### config.mk
export PLATFORM = sky130hd
export DESIGN_NAME = tmr_outctl
export DESIGN_NICKNAME = d
export VERILOG_FILES = /design/src/rtl/tmr_outctl_pkg.sv /design/src/rtl/tmr_swap_sel.sv /design/src/rtl/tmr_out_bank.sv /design/src/rtl/tmr_out_regs.sv /design/src/rtl/tmr_outctl.sv
export SDC_FILE = /design/constraint.sdc
export NUM_CORES = 1
export LEC_CHECK = 0
export ABC_CLOCK_PERIOD_IN_PS = 4950
export BUFFER_PORTS_ARGS = -buffer_cell sky130_fd_sc_hd__buf_2
export CAP_MARGIN = 40
export CORE_UTILIZATION = 25
export DETAILED_ROUTE_END_ITERATION = 10
export SETUP_SLACK_MARGIN = 0.2
export SYNTH_ARGS = -nofsm -noshare
export SYNTH_HDL_FRONTEND = slang
export SYNTH_SLANG_ARGS = --single-unit
### constraint.sdc
create_clock -name clk -period 4.95 [get_ports clk]
set_clock_uncertainty 0.1 [all_clocks]
set_input_delay 1.2375 -clock clk [delete_from_list [all_inputs] [get_ports clk]]
set_output_delay 1.2375 -clock clk [all_outputs]
set_load 0.005 [all_outputs]
### src/rtl/tmr_outctl_pkg.sv
package tmr_outctl_pkg;
    localparam int unsigned DEF_LINES  = 16;
    localparam int unsigned DEF_DATA_W = 32;
    localparam int unsigned DEF_ADDR_W = 2;

    typedef enum logic [1:0] {
        SW_NONE = 2'd0,
        SW_LOW  = 2'd1,
        SW_HIGH = 2'd2,
        SW_RSVD = 2'd3
    } swap_mode_e;

    localparam logic [1:0] WORD_LINES = 2'd0;
    localparam logic [1:0] WORD_STEER = 2'd1;
endpackage

### src/rtl/tmr_swap_sel.sv
module tmr_swap_sel
    import tmr_outctl_pkg::*;
#(
    parameter int unsigned N_LINES = DEF_LINES,
    localparam int unsigned CFG_W  = 2 * N_LINES
) (
    input  logic [CFG_W-1:0]   steer_cfg,
    input  logic               lo_down,
    input  logic               hi_down,
    input  logic               unify,
    output logic [N_LINES-1:0] swap
);
    for (genvar i = 0; i < N_LINES; i++) begin : g_line
        swap_mode_e mode;
        assign mode = swap_mode_e'(steer_cfg[2*i +: 2]);
        always_comb begin
            unique case (mode)
                SW_NONE: swap[i] = 1'b0;
                SW_LOW:  swap[i] = lo_down;
                SW_HIGH: swap[i] = hi_down & ~unify;
                SW_RSVD: swap[i] = 1'b0;
                default: swap[i] = 1'b0;
            endcase
        end
    end
endmodule

### src/rtl/tmr_out_bank.sv
module tmr_out_bank #(
    parameter int unsigned N_LINES = 16
) (
    input  logic               clk,
    input  logic               rst_n,
    input  logic [N_LINES-1:0] set_eff,
    input  logic [N_LINES-1:0] clr_eff,
    input  logic               ld_en,
    input  logic [N_LINES-1:0] ld_val,
    output logic [N_LINES-1:0] lines_q
);
    logic [N_LINES-1:0] lines_d;

    always_comb begin
        for (int i = 0; i < N_LINES; i++) begin
            unique case ({set_eff[i], clr_eff[i]})
                2'b11:   lines_d[i] = ~lines_q[i];
                2'b10:   lines_d[i] = 1'b1;
                2'b01:   lines_d[i] = 1'b0;
                default: lines_d[i] = lines_q[i];
            endcase
        end
        if (ld_en) lines_d = ld_val;
    end

    always_ff @(posedge clk or negedge rst_n) begin
        if (!rst_n) lines_q <= '0;
        else        lines_q <= lines_d;
    end
endmodule

### src/rtl/tmr_out_regs.sv
module tmr_out_regs
    import tmr_outctl_pkg::*;
#(
    parameter int unsigned N_LINES = DEF_LINES,
    parameter int unsigned DATA_W  = DEF_DATA_W,
    parameter int unsigned ADDR_W  = DEF_ADDR_W,
    localparam int unsigned CFG_W  = 2 * N_LINES
) (
    input  logic               clk,
    input  logic               rst_n,
    input  logic               bus_wr,
    input  logic               bus_rd,
    input  logic [ADDR_W-1:0]  bus_addr,
    input  logic [DATA_W-1:0]  bus_wdata,
    input  logic               both_halted,
    input  logic [N_LINES-1:0] lines_q,
    output logic [CFG_W-1:0]   steer_q,
    output logic               ld_en,
    output logic [N_LINES-1:0] ld_val,
    output logic [DATA_W-1:0]  bus_rdata,
    output logic               bus_err
);
    logic hit_lines, hit_steer;

    assign hit_lines = (bus_addr == ADDR_W'(WORD_LINES));
    assign hit_steer = (bus_addr == ADDR_W'(WORD_STEER));
    assign ld_en     = bus_wr & hit_lines & both_halted;
    assign ld_val    = bus_wdata[N_LINES-1:0];
    assign bus_err   = bus_wr & hit_lines & ~both_halted;

    always_ff @(posedge clk or negedge rst_n) begin
        if (!rst_n)                 steer_q <= '0;
        else if (bus_wr && hit_steer) steer_q <= bus_wdata[CFG_W-1:0];
    end

    always_comb begin
        bus_rdata = '0;
        if (bus_rd && hit_lines)      bus_rdata[N_LINES-1:0] = lines_q;
        else if (bus_rd && hit_steer) bus_rdata[CFG_W-1:0]   = steer_q;
    end
endmodule

### src/rtl/tmr_outctl.sv
module tmr_outctl
    import tmr_outctl_pkg::*;
#(
    parameter int unsigned N_LINES = DEF_LINES,
    parameter int unsigned DATA_W  = DEF_DATA_W,
    parameter int unsigned ADDR_W  = DEF_ADDR_W
) (
    input  logic               clk,
    input  logic               rst_n,
    input  logic [N_LINES-1:0] ev_set,
    input  logic [N_LINES-1:0] ev_clr,
    input  logic               lo_down,
    input  logic               hi_down,
    input  logic               lo_halt,
    input  logic               hi_halt,
    input  logic               unify,
    input  logic               bus_wr,
    input  logic               bus_rd,
    input  logic [ADDR_W-1:0]  bus_addr,
    input  logic [DATA_W-1:0]  bus_wdata,
    output logic [DATA_W-1:0]  bus_rdata,
    output logic               bus_err,
    output logic [N_LINES-1:0] out_lines
);
    localparam int unsigned CFG_W = 2 * N_LINES;

    logic [CFG_W-1:0]   steer_q;
    logic [N_LINES-1:0] swap, set_eff, clr_eff, ld_val;
    logic               ld_en;

    tmr_out_regs #(.N_LINES(N_LINES), .DATA_W(DATA_W), .ADDR_W(ADDR_W)) u_regs (
        .clk(clk), .rst_n(rst_n), .bus_wr(bus_wr), .bus_rd(bus_rd),
        .bus_addr(bus_addr), .bus_wdata(bus_wdata),
        .both_halted(lo_halt & hi_halt), .lines_q(out_lines),
        .steer_q(steer_q), .ld_en(ld_en), .ld_val(ld_val),
        .bus_rdata(bus_rdata), .bus_err(bus_err)
    );

    tmr_swap_sel #(.N_LINES(N_LINES)) u_swap (
        .steer_cfg(steer_q), .lo_down(lo_down), .hi_down(hi_down),
        .unify(unify), .swap(swap)
    );

    always_comb begin
        for (int i = 0; i < N_LINES; i++) begin
            set_eff[i] = swap[i] ? ev_clr[i] : ev_set[i];
            clr_eff[i] = swap[i] ? ev_set[i] : ev_clr[i];
        end
    end

    tmr_out_bank #(.N_LINES(N_LINES)) u_bank (
        .clk(clk), .rst_n(rst_n), .set_eff(set_eff), .clr_eff(clr_eff),
        .ld_en(ld_en), .ld_val(ld_val), .lines_q(out_lines)
    );
endmodule

==> results of run 1 <==
-- per-layer routing --
layer / up-vias / GRT usage [%] / part of all wire (%)
met5: - / 0 / 0
met4: 0 / 3.93 / 1.0
met3: 9 / 2.75 / 4.9
met1: 1410 / 18.8 / 46
li1: 1422 / - / -
met2: 92 / 24.6 / 48
-- cell type report --
type / instances / area (µm²)
multi-input cells: 249 / 1960
inverters: 3 / 11.3
repair buffers: 127 / 646
well taps: 172 / 215
fillers: 1317 / 8510
clock buffers: 5 / 125
flip-flops and latches: 48 / 1200
-- worst min path at each step --
| stage | startpoint | to | slack [ns] |
|---|---|---|---|
| floorplan | u_regs.steer_q[30]$_DFFE_PN0P_ | u_regs.steer_q[30]$_DFFE_PN0P_ | 0.40 |
| global placement | u_regs.steer_q[30]$_DFFE_PN0P_ | u_regs.steer_q[30]$_DFFE_PN0P_ | 0.43 |
| detailed placement | u_regs.steer_q[21]$_DFFE_PN0P_ | u_regs.steer_q[21]$_DFFE_PN0P_ | 0.44 |
| CTS | u_regs.steer_q[21]$_DFFE_PN0P_ | u_regs.steer_q[21]$_DFFE_PN0P_ | 0.45 |
| global route | u_regs.steer_q[21]$_DFFE_PN0P_ | u_regs.steer_q[21]$_DFFE_PN0P_ | 0.47 |
| finish | u_regs.steer_q[30]$_DFFE_PN0P_ | u_regs.steer_q[30]$_DFFE_PN0P_ | 0.45 |
-- flip-flops by register name (all words and copies together) (netlist names) --
name / cells
u_bank.lines_q: 16
u_regs.steer_q: 32
-- logic make-up after synthesis --
kind of cell / Yosys count / share of synthesized area (%)
simple gates: 115 / 25.1
compound gates: 90 / 20.2
flops: 48 / 36.8
mux: 34 / 11.7
buf+inv: 18 / 2.95
xor+xnor: 5 / 1.34
fa+ha+maj: 5 / 1.92
-- critical path: stages --
cell and delay, ns:
buf_2 0.12, or3b_1 0.57, a21oi_1 0.18, buf_2 0.13
-- through the flow --
step	instance area (µm²)	setup WS (ns)	utilization, %	instances
final	4160	1.38	32.8	604
after global routing	4160	1.30	32.8	604
after CTS	4160	1.38	32.8	604
after detailed placement	4040	1.38	31.9	599
after global placement	4040	1.40	31.9	599
after floorplan	3260	1.56	-	315
-- where the power goes --
group          leakage [nW]  internal [mW]  switching [mW]  total, mW
clock network        0.0616          0.179           0.135      0.314
registers             0.570          0.483           0.114      0.597
logic                  1.32          0.236           0.162      0.399
-- cell usage in the layout (no fill, tap or decap), types with 2 or more instances in the layout --
cell type / count
clkbuf_16: 5
a21oi_1: 11
nand4bb_1: 9
mux2i_1: 2
inv_1: 3
a22o_1: 25
mux2_2: 32
and3b_2: 5
o22ai_1: 10
and2_1: 16
a221oi_1: 5
buf_4: 4
buf_2: 123
o21ai_0: 7
o211ai_1: 9
nand2b_1: 36
and3b_1: 2
ha_1: 5
xor2_1: 5
o31ai_1: 11
dfrtp_1: 48
nor2b_1: 18
a21o_1: 10
nand2_1: 8
nand3b_1: 16
==> results_dict.tcl, run 1 <==
set metrics [dict create \
    vias_per_cell 4.86 \
    drtAntennaViolNets 0 \
    dieArea_um2 13500 \
    synthToLayoutAreaGrowth_pct 27.6 \
    post_cts_resized 0 \
    cts-root-buf "clkbuf_16" \
    numCtsBuffers 5 \
    synthFlopType "dfrtp_1" \
    min_path_type "flop to flop" \
    yosys_warnings 0 \
    period_needed_ns 3.57 \
    rsz0062_at_grt "false" \
    ys_async_sr_fraction_pct 100 \
    rrSetupSlack_ns 3.53 \
    syn_nets 395 \
    cts_tree "done" \
    avgRoutedWirePerCell_um 15.7 \
    syn-cell-area_um2 3260 \
    diodes 0 \
    startpoint_type "input port" \
    p_leak_nw 1.96 \
    initial_utilization_pct 25.7 \
    maxCapViolations 0 \
    die_h_um 116 \
    hold_viol 0 \
    power_mw 1.31 \
    cp.arrival_ns 2.23 \
    synth_cell_types 33 \
    slew_violations 0 \
    wl_um 9500 \
    yosysSeqAreaShare_pct 36.8 \
    grt-ovfl-total 0 \
    cts_buffer_depth 2 \
    setup.worst_path.end "bus_err" \
    die_w_um 116 \
    yosys-top-cells-area "dfrtp_1 (37%), mux2_2 (11%), nand2b_1 (6.9%), a22o_1 (6.7%), nand3b_1 (3.7%)" \
    htree_levels 2 \
    ys_ff_latch 48 \
    hpwl_um 6860 \
    io_pins 124 \
    relSlewSlack_pct 57.6 \
    placementRows 41 \
    setup_viol 0 \
    antenna_found_initial 0 \
    grt_max_degree 49 \
    tns_ns 0 \
    cp-end-kind "primary output" \
    hold_buffers 0 \
    whs_ns 0.449 \
    max_freq_mhz 280 \
    yosysMostFrequentCell "dfrtp_1" \
    post_cts_buffers 0 \
    whs_path_depth 1 \
    firstDrtPassIters 4 \
    drive_gt1_share_pct 39.8 \
    drc 0 \
    synth_area_per_cell_um2 10.4 \
    io_buffers 123 \
    worstMarginPinSlew_ns 0.637 \
    status "finished, final reports clean" \
    num_vias 2933 \
    r2r_cells 4 \
    worst-setup-path-type "input port to primary output" \
    yosys.area.top_type "dfrtp_1" \
    drt_iter0_markers 99 \
    ir_drop_v 0.000119 \
    rr_endpoint "u_bank.lines_q[15]$_DFFE_PN0P_" \
    clkTransAtPathRegs_ns 0.06 \
    synthCells 315 \
    synth_edf_count 0 \
    critical_path.max_fanout 7 \
    clk_latency_ns 0.28 \
    ys_top_cells_by_count "dfrtp_1 (48), nand2b_1 (36), mux2_2 (32)" \
    grt_pass1_wl_um 15000 \
    clkSinkCount 48 \
    track_usage_pct 14.5 \
    gp_congestion 0.697 \
    crit_start "bus_addr[1]" \
    synth_top_area_share_pct 36.8 \
    reg2reg_from "u_regs.steer_q[31]$_DFFE_PN0P_" \
    required_ns 3.61 \
    grt_pass1_vias 2857 \
    power_density_nw_per_um2 315 \
    finalNetCount 514 \
    period_share_pct 72.2 \
    core_um2 12700 \
]
Note: power is estimated with default switching activity, not from simulation.
==> run 2, diff against run 1 <==
--- a/config.mk
+++ b/config.mk
@@ -5,7 +5,7 @@
 export SDC_FILE = /design/constraint.sdc
 export NUM_CORES = 1
 export LEC_CHECK = 0
-export ABC_CLOCK_PERIOD_IN_PS = 4950
+export ABC_CLOCK_PERIOD_IN_PS = 3600
 export BUFFER_PORTS_ARGS = -buffer_cell sky130_fd_sc_hd__buf_2
 export CAP_MARGIN = 40
 export CORE_UTILIZATION = 25
==> constraint.sdc (replaced) <==
create_clock -name clk -period 3.6 [get_ports clk]
set_clock_uncertainty 0.1 [all_clocks]
set_input_delay 0.9 -clock clk [delete_from_list [all_inputs] [get_ports clk]]
set_output_delay 0.9 -clock clk [all_outputs]
set_load 0.005 [all_outputs]
==> run 2 against run 1 <==
  * Global-route usage fell by 0.16 points
  * Clock-buffer cell count rose by 2
  * Wire length grew 0.83%
  * First-iteration DRC count grew 14%
  * Via count is 0.99% higher
  * Critical path depth did not move
  * Sequential power increased by 37%
  * Combinational power grew 38%
  * Non-clock buffer count stayed put
  * Die area did not move
  * Utilization increased by 0.45 points
  * Largest power group unchanged
  * Highest routed layer unchanged
==> results_dict.tcl, run 2 (synthesized netlist as in run 1, its figures left out) <==
set metrics [dict create \
    status "finished, final reports clean" \
    drt_iter0_markers 113 \
    critical_path.slowest_cell "or3b_1" \
    slowest_delay_ns 0.56 \
    power_density_nw_per_um2 460 \
    n_fill_cell 1308 \
    rr_endpoint "u_bank.lines_q[15]$_DFFE_PN0P_" \
    firstDrtPassIters 4 \
    rrSetupSlack_ns 2.15 \
    period_needed_ns 2.88 \
    drc 0 \
    hold_viol 0 \
    grt-ovfl-total 0 \
    cts-root-buf "clkbuf_16" \
    tns_ns 0 \
    finalNetCount 514 \
    critPathBufInv 2 \
    htree_levels 2 \
    io_buffers 123 \
    placementRows 41 \
    p_clk_share_pct 29.4 \
    wl_um 9570 \
    required_ns 2.60 \
    dieArea_um2 13500 \
    track_usage_pct 14.3 \
    startpoint_type "input port" \
    numCtsBuffers 5 \
    setup_ws_ns 0.718 \
    path_cells "buf_2, or3b_1, a21oi_1, buf_2" \
    reg_top3 "u_regs.steer_q: 32 flops, u_bank.lines_q: 16 flops" \
    min_path_type "flop to flop" \
    core_um2 12700 \
    die_w_um 116 \
    whs_path_depth 1 \
    setup.worst_path.end "bus_err" \
    cp.arrival_ns 1.88 \
    comb_power_share_pct 28.3 \
    cts_buffer_depth 2 \
    antenna_found_initial 0 \
    worst-setup-path-type "input port to primary output" \
    r2r_cells 4 \
    worstMarginPinSlew_ns 0.877 \
    crit_path_frequent_cell "buf_2" \
    hpwl_um 6980 \
    dp_slack_ns 0.690 \
    cp-end-kind "primary output" \
    p_leak_nw 1.98 \
    max_freq_mhz 347 \
    post_cts_resized 0 \
    clkSinkCount 48 \
    grt_pass1_wl_um 14800 \
    crit_start "bus_addr[1]" \
    final_cell_mix "buf_2 (123), dfrtp_1 (48), nand2b_1 (36), mux2_2 (32), a22o_1 (25)" \
    die_h_um 116 \
    relSlewSlack_pct 41.4 \
    ir_drop_v 0.000186 \
    clk_latency_ns 0.28 \
    drive_gt1_share_pct 40.2 \
    gp_congestion 0.779 \
    avgRoutedWirePerCell_um 15.8 \
    grt_max_degree 33 \
    post_cts_buffers 0 \
    final_common_cell "buf_2" \
    num_vias 2962 \
    placed_cell_area_um2 4040 \
    vias_per_cell 4.88 \
    grt_pass1_vias 2874 \
    cp_num_cells 4 \
    maxCapViolations 0 \
    hold_buffers 0 \
    reg2reg_from "u_regs.steer_q[31]$_DFFE_PN0P_" \
    synthToLayoutAreaGrowth_pct 29.4 \
    p_sw_share_pct 30.2 \
    cts_tree "done" \
    regMostFlops "u_regs.steer_q" \
    drtAntennaViolNets 0 \
    pwr-share-seq_pct 42.2 \
    largest_reg_flops 32 \
    slew_violations 0 \
    diodes 0 \
    clkTransAtPathRegs_ns 0.07 \
    critical_path.max_fanout 7 \
    period_share_pct 80.1 \
    final_area_um2 4220 \
    rsz0062_at_grt "false" \
    initial_utilization_pct 25.7 \
    p_sw_uw 587 \
    cp_top_family "simple AND/OR/NAND/NOR gates" \
    internal_power_mw 1.36 \
    io_pins 124 \
    setup_viol 0 \
]
-- run 2: changes by cell type in the layout (fill, tap and decap cells not counted), sizes merged --
| cell | delta |
|---|---|
| bufinv | +1 |
| clkbuf | +2 |
-- run 2: worst min-delay path by stage --
| stage | from | endpoint | slack [ns] |
|---|---|---|---|
| global route | u_regs.steer_q[25]$_DFFE_PN0P_ | u_regs.steer_q[25]$_DFFE_PN0P_ | 0.47 |
| detailed placement | u_regs.steer_q[22]$_DFFE_PN0P_ | u_regs.steer_q[22]$_DFFE_PN0P_ | 0.43 |
| floorplan | u_regs.steer_q[30]$_DFFE_PN0P_ | u_regs.steer_q[30]$_DFFE_PN0P_ | 0.40 |
| CTS | u_regs.steer_q[22]$_DFFE_PN0P_ | u_regs.steer_q[22]$_DFFE_PN0P_ | 0.45 |
| finish | u_regs.steer_q[25]$_DFFE_PN0P_ | u_regs.steer_q[25]$_DFFE_PN0P_ | 0.45 |
| global placement | u_regs.steer_q[27]$_DFFE_PN0P_ | u_regs.steer_q[27]$_DFFE_PN0P_ | 0.42 |
-- run 2: through the flow --
| stage | util [%] | total power [mW] | std cells | hold WS (ns) |
|---|---|---|---|---|
| 2_1_floorplan | - | 1.14 | 315 | 0.400 |
| 3_3_place_gp | 31.9 | 1.36 | 599 | 0.424 |
| 3_5_place_dp | 31.9 | 1.38 | 599 | 0.432 |
| 4_1_cts | 33.3 | 1.96 | 607 | 0.452 |
| 5_1_grt | 33.3 | 2.07 | 607 | 0.474 |
| 6_report | 33.3 | 1.94 | 607 | 0.448 |
-- run 2: layout make-up --
cell class,instances,area (µm²),area share [%]
inverter,3,11.3,0.267
sequential,48,1200,28.5
clock buffer,7,153,3.62
multi-input combinational,249,1960,46.5
clock inverter,1,30.0,0.712
timing repair buffer,127,646,15.3
tap,172,215,5.10
-- run 2: per-layer routing --
metal,vias up,global-route usage [%],routed length (µm)
li1,1423,-,-
met1,1427,19.5,4600
met2,100,23.5,4350
met3,12,2.75,495
met4,0,3.59,127
met5,-,0,0
-- run 2: power by group through the flow --
stage / Sequential [mW] / Clock, mW / Combinational (mW)
2_1_floorplan: 0.788 / 0 / 0.356
3_3_place_gp: 0.822 / 0 / 0.540
3_5_place_dp: 0.829 / 0 / 0.555
4_1_cts: 0.820 / 0.585 / 0.558
5_1_grt: 0.846 / 0.604 / 0.619
6_report: 0.820 / 0.572 / 0.550
-- run 2: worst register-to-register path: cells and delay by family, from the launching register on --
kind | cells | cell delay, ns
flops | 1 | 0.41
simple gates | 1 | 0.22
compound gates | 3 | 0.66
==> run 3, diff against run 2 <==
--- a/config.mk
+++ b/config.mk
@@ -5,7 +5,7 @@
 export SDC_FILE = /design/constraint.sdc
 export NUM_CORES = 1
 export LEC_CHECK = 0
-export ABC_CLOCK_PERIOD_IN_PS = 3600
+export ABC_CLOCK_PERIOD_IN_PS = 2600
 export BUFFER_PORTS_ARGS = -buffer_cell sky130_fd_sc_hd__buf_2
 export CAP_MARGIN = 40
 export CORE_UTILIZATION = 25
==> constraint.sdc (replaced) <==
create_clock -name clk -period 2.6 [get_ports clk]
set_clock_uncertainty 0.1 [all_clocks]
set_input_delay 0.65 -clock clk [delete_from_list [all_inputs] [get_ports clk]]
set_output_delay 0.65 -clock clk [all_outputs]
set_load 0.005 [all_outputs]
==> run 3 against run 2 <==
  * Critical path depth stayed put
  * Flip-flop and latch count stayed put
  * First-iteration DRC count is 37% lower
  * Setup slack worse by 0.41 ns
  * Clock-buffer cell count stayed put
  * Via count is 1.1% lower
  * Final area is 1.4% higher
  * Power is 38% higher
  * Sequential share of layout area is 0.40 points lower
  * Clock power is 37% higher
  * Critical path type unchanged
==> results_dict.tcl, run 3 (synthesized netlist as in run 1, its figures left out) <==
set metrics [dict create \
    status "finished, final reports clean" \
    cts-root-buf "clkbuf_16" \
    grt_pass1_vias 2890 \
    slew_violations 0 \
    die_h_um 116 \
    period_needed_ns 2.29 \
    final_cell_mix "buf_2 (123), dfrtp_1 (48), nand2b_1 (36), mux2_2 (32), a22o_1 (25)" \
    relSlewSlack_pct 61.6 \
    synthToLayoutAreaGrowth_pct 31.2 \
    critical_path.slowest_cell "or3b_1" \
    drt_iter0_markers 71 \
    num_vias 2929 \
    track_usage_pct 14.7 \
    power_density_nw_per_um2 628 \
    cts_tree "done" \
    period_share_pct 88.0 \
    drive_gt1_share_pct 40.6 \
    core_um2 12700 \
    hpwl_um 6960 \
    critPathBufInv 2 \
    crit_path_frequent_cell "buf_2" \
    wl_um 9640 \
    tns_ns 0 \
    cts_buffer_depth 2 \
    dp.cells 602 \
    io_pins 124 \
    gp_congestion 0.697 \
    p_leak_nw 2.01 \
    diodes 0 \
    worst-setup-path-type "input port to primary output" \
    initial_utilization_pct 25.7 \
    placementRows 41 \
    antenna_found_initial 0 \
    cp-end-kind "primary output" \
    numCtsBuffers 5 \
    finalNetCount 517 \
    vias_per_cell 4.80 \
    hold_buffers 0 \
    whs_ns 0.257 \
    n_fill_cell 1303 \
    placed_cell_area_um2 4100 \
    io_buffers 123 \
    grt_pass1_wl_um 15000 \
    grt-ovfl-total 0 \
    stdcell_count 610 \
    regMostFlops "u_regs.steer_q" \
    slowest_delay_ns 0.49 \
    regArea_um2 1200 \
    drc 0 \
    multi_input_area_um2 1960 \
    worstMarginPinSlew_ns 0.576 \
    drtAntennaViolNets 0 \
    hold_viol 0 \
    min_path_type "input port to async pin" \
    maxCapViolations 0 \
    final_area_um2 4280 \
    final_common_cell "buf_2" \
    firstDrtPassIters 4 \
    cp_top_family "simple AND/OR/NAND/NOR gates" \
    startpoint_type "input port" \
    avgRoutedWirePerCell_um 15.8 \
    path_cells "buf_2, or3b_1, a21oi_1, buf_2" \
    die_w_um 116 \
    clkSinkCount 48 \
    reg_top3 "u_regs.steer_q: 32 flops, u_bank.lines_q: 16 flops" \
    post_cts_resized 0 \
    max_freq_mhz 437 \
    clk_latency_ns 0.28 \
    largest_reg_flops 32 \
    ir_drop_v 0.000251 \
    critical_path.max_fanout 4 \
    htree_levels 2 \
    rsz0062_at_grt "false" \
    grt_max_degree 33 \
    required_ns 1.85 \
    cp.arrival_ns 1.54 \
    post_cts_buffers 0 \
    dieArea_um2 13500 \
    setup_viol 0 \
    clkTransAtPathRegs_ns 0.07 \
]
[run 3: routing by layer]
layer	vias up	global-route usage [%]	share of wire, %
li1	1431	-	-
met3	6	2.70	4.7
met2	89	24.9	47
met1	1403	19.5	47
met5	-	0	0
met4	0	2.74	0.63
[run 3: stage by stage]
stage               total power, mW  setup slack, ns  util (%)
finish                         2.69            0.312      33.8
floorplan                      1.58            0.381         -
global placement               1.89            0.322      32.3
detailed placement             1.93            0.316      32.3
global route                   2.88            0.233      33.8
CTS                            2.72            0.310      33.8
[run 3: worst paths after layout]
| kind | startpoint | end | slack (ns) | cells past startpoint |
|---|---|---|---|---|
| hold / removal | rst_n | u_regs.steer_q[25]$_DFFE_PN0P_ | 0.26 | 1 |
| max in group asynchronous | rst_n | u_regs.steer_q[2]$_DFFE_PN0P_ | 1.58 | 2 |
| min in group clk | u_regs.steer_q[17]$_DFFE_PN0P_ | u_regs.steer_q[17]$_DFFE_PN0P_ | 0.45 | 1 |
| setup reg to reg | u_regs.steer_q[31]$_DFFE_PN0P_ | u_bank.lines_q[15]$_DFFE_PN0P_ | 1.17 | 4 |
| setup / recovery | bus_addr[1] | bus_err | 0.31 | 4 |
| hold reg to reg | u_regs.steer_q[17]$_DFFE_PN0P_ | u_regs.steer_q[17]$_DFFE_PN0P_ | 0.45 | 1 |
[run 3: layout make-up]
class / instances / area share, %
multi-input combinational: 249 / 45.9
sequential: 48 / 28.1
timing repair buffer: 130 / 16.5
tap: 172 / 5.03
clock buffer: 7 / 3.57
clock inverter: 1 / 0.702
inverter: 3 / 0.263
[run 3: where the power goes]
part / internal [mW] / total (mW) / switching, mW
Clock: 0.507 / 0.786 / 0.279
Sequential: 0.920 / 1.14 / 0.217
Combinational: 0.457 / 0.763 / 0.306
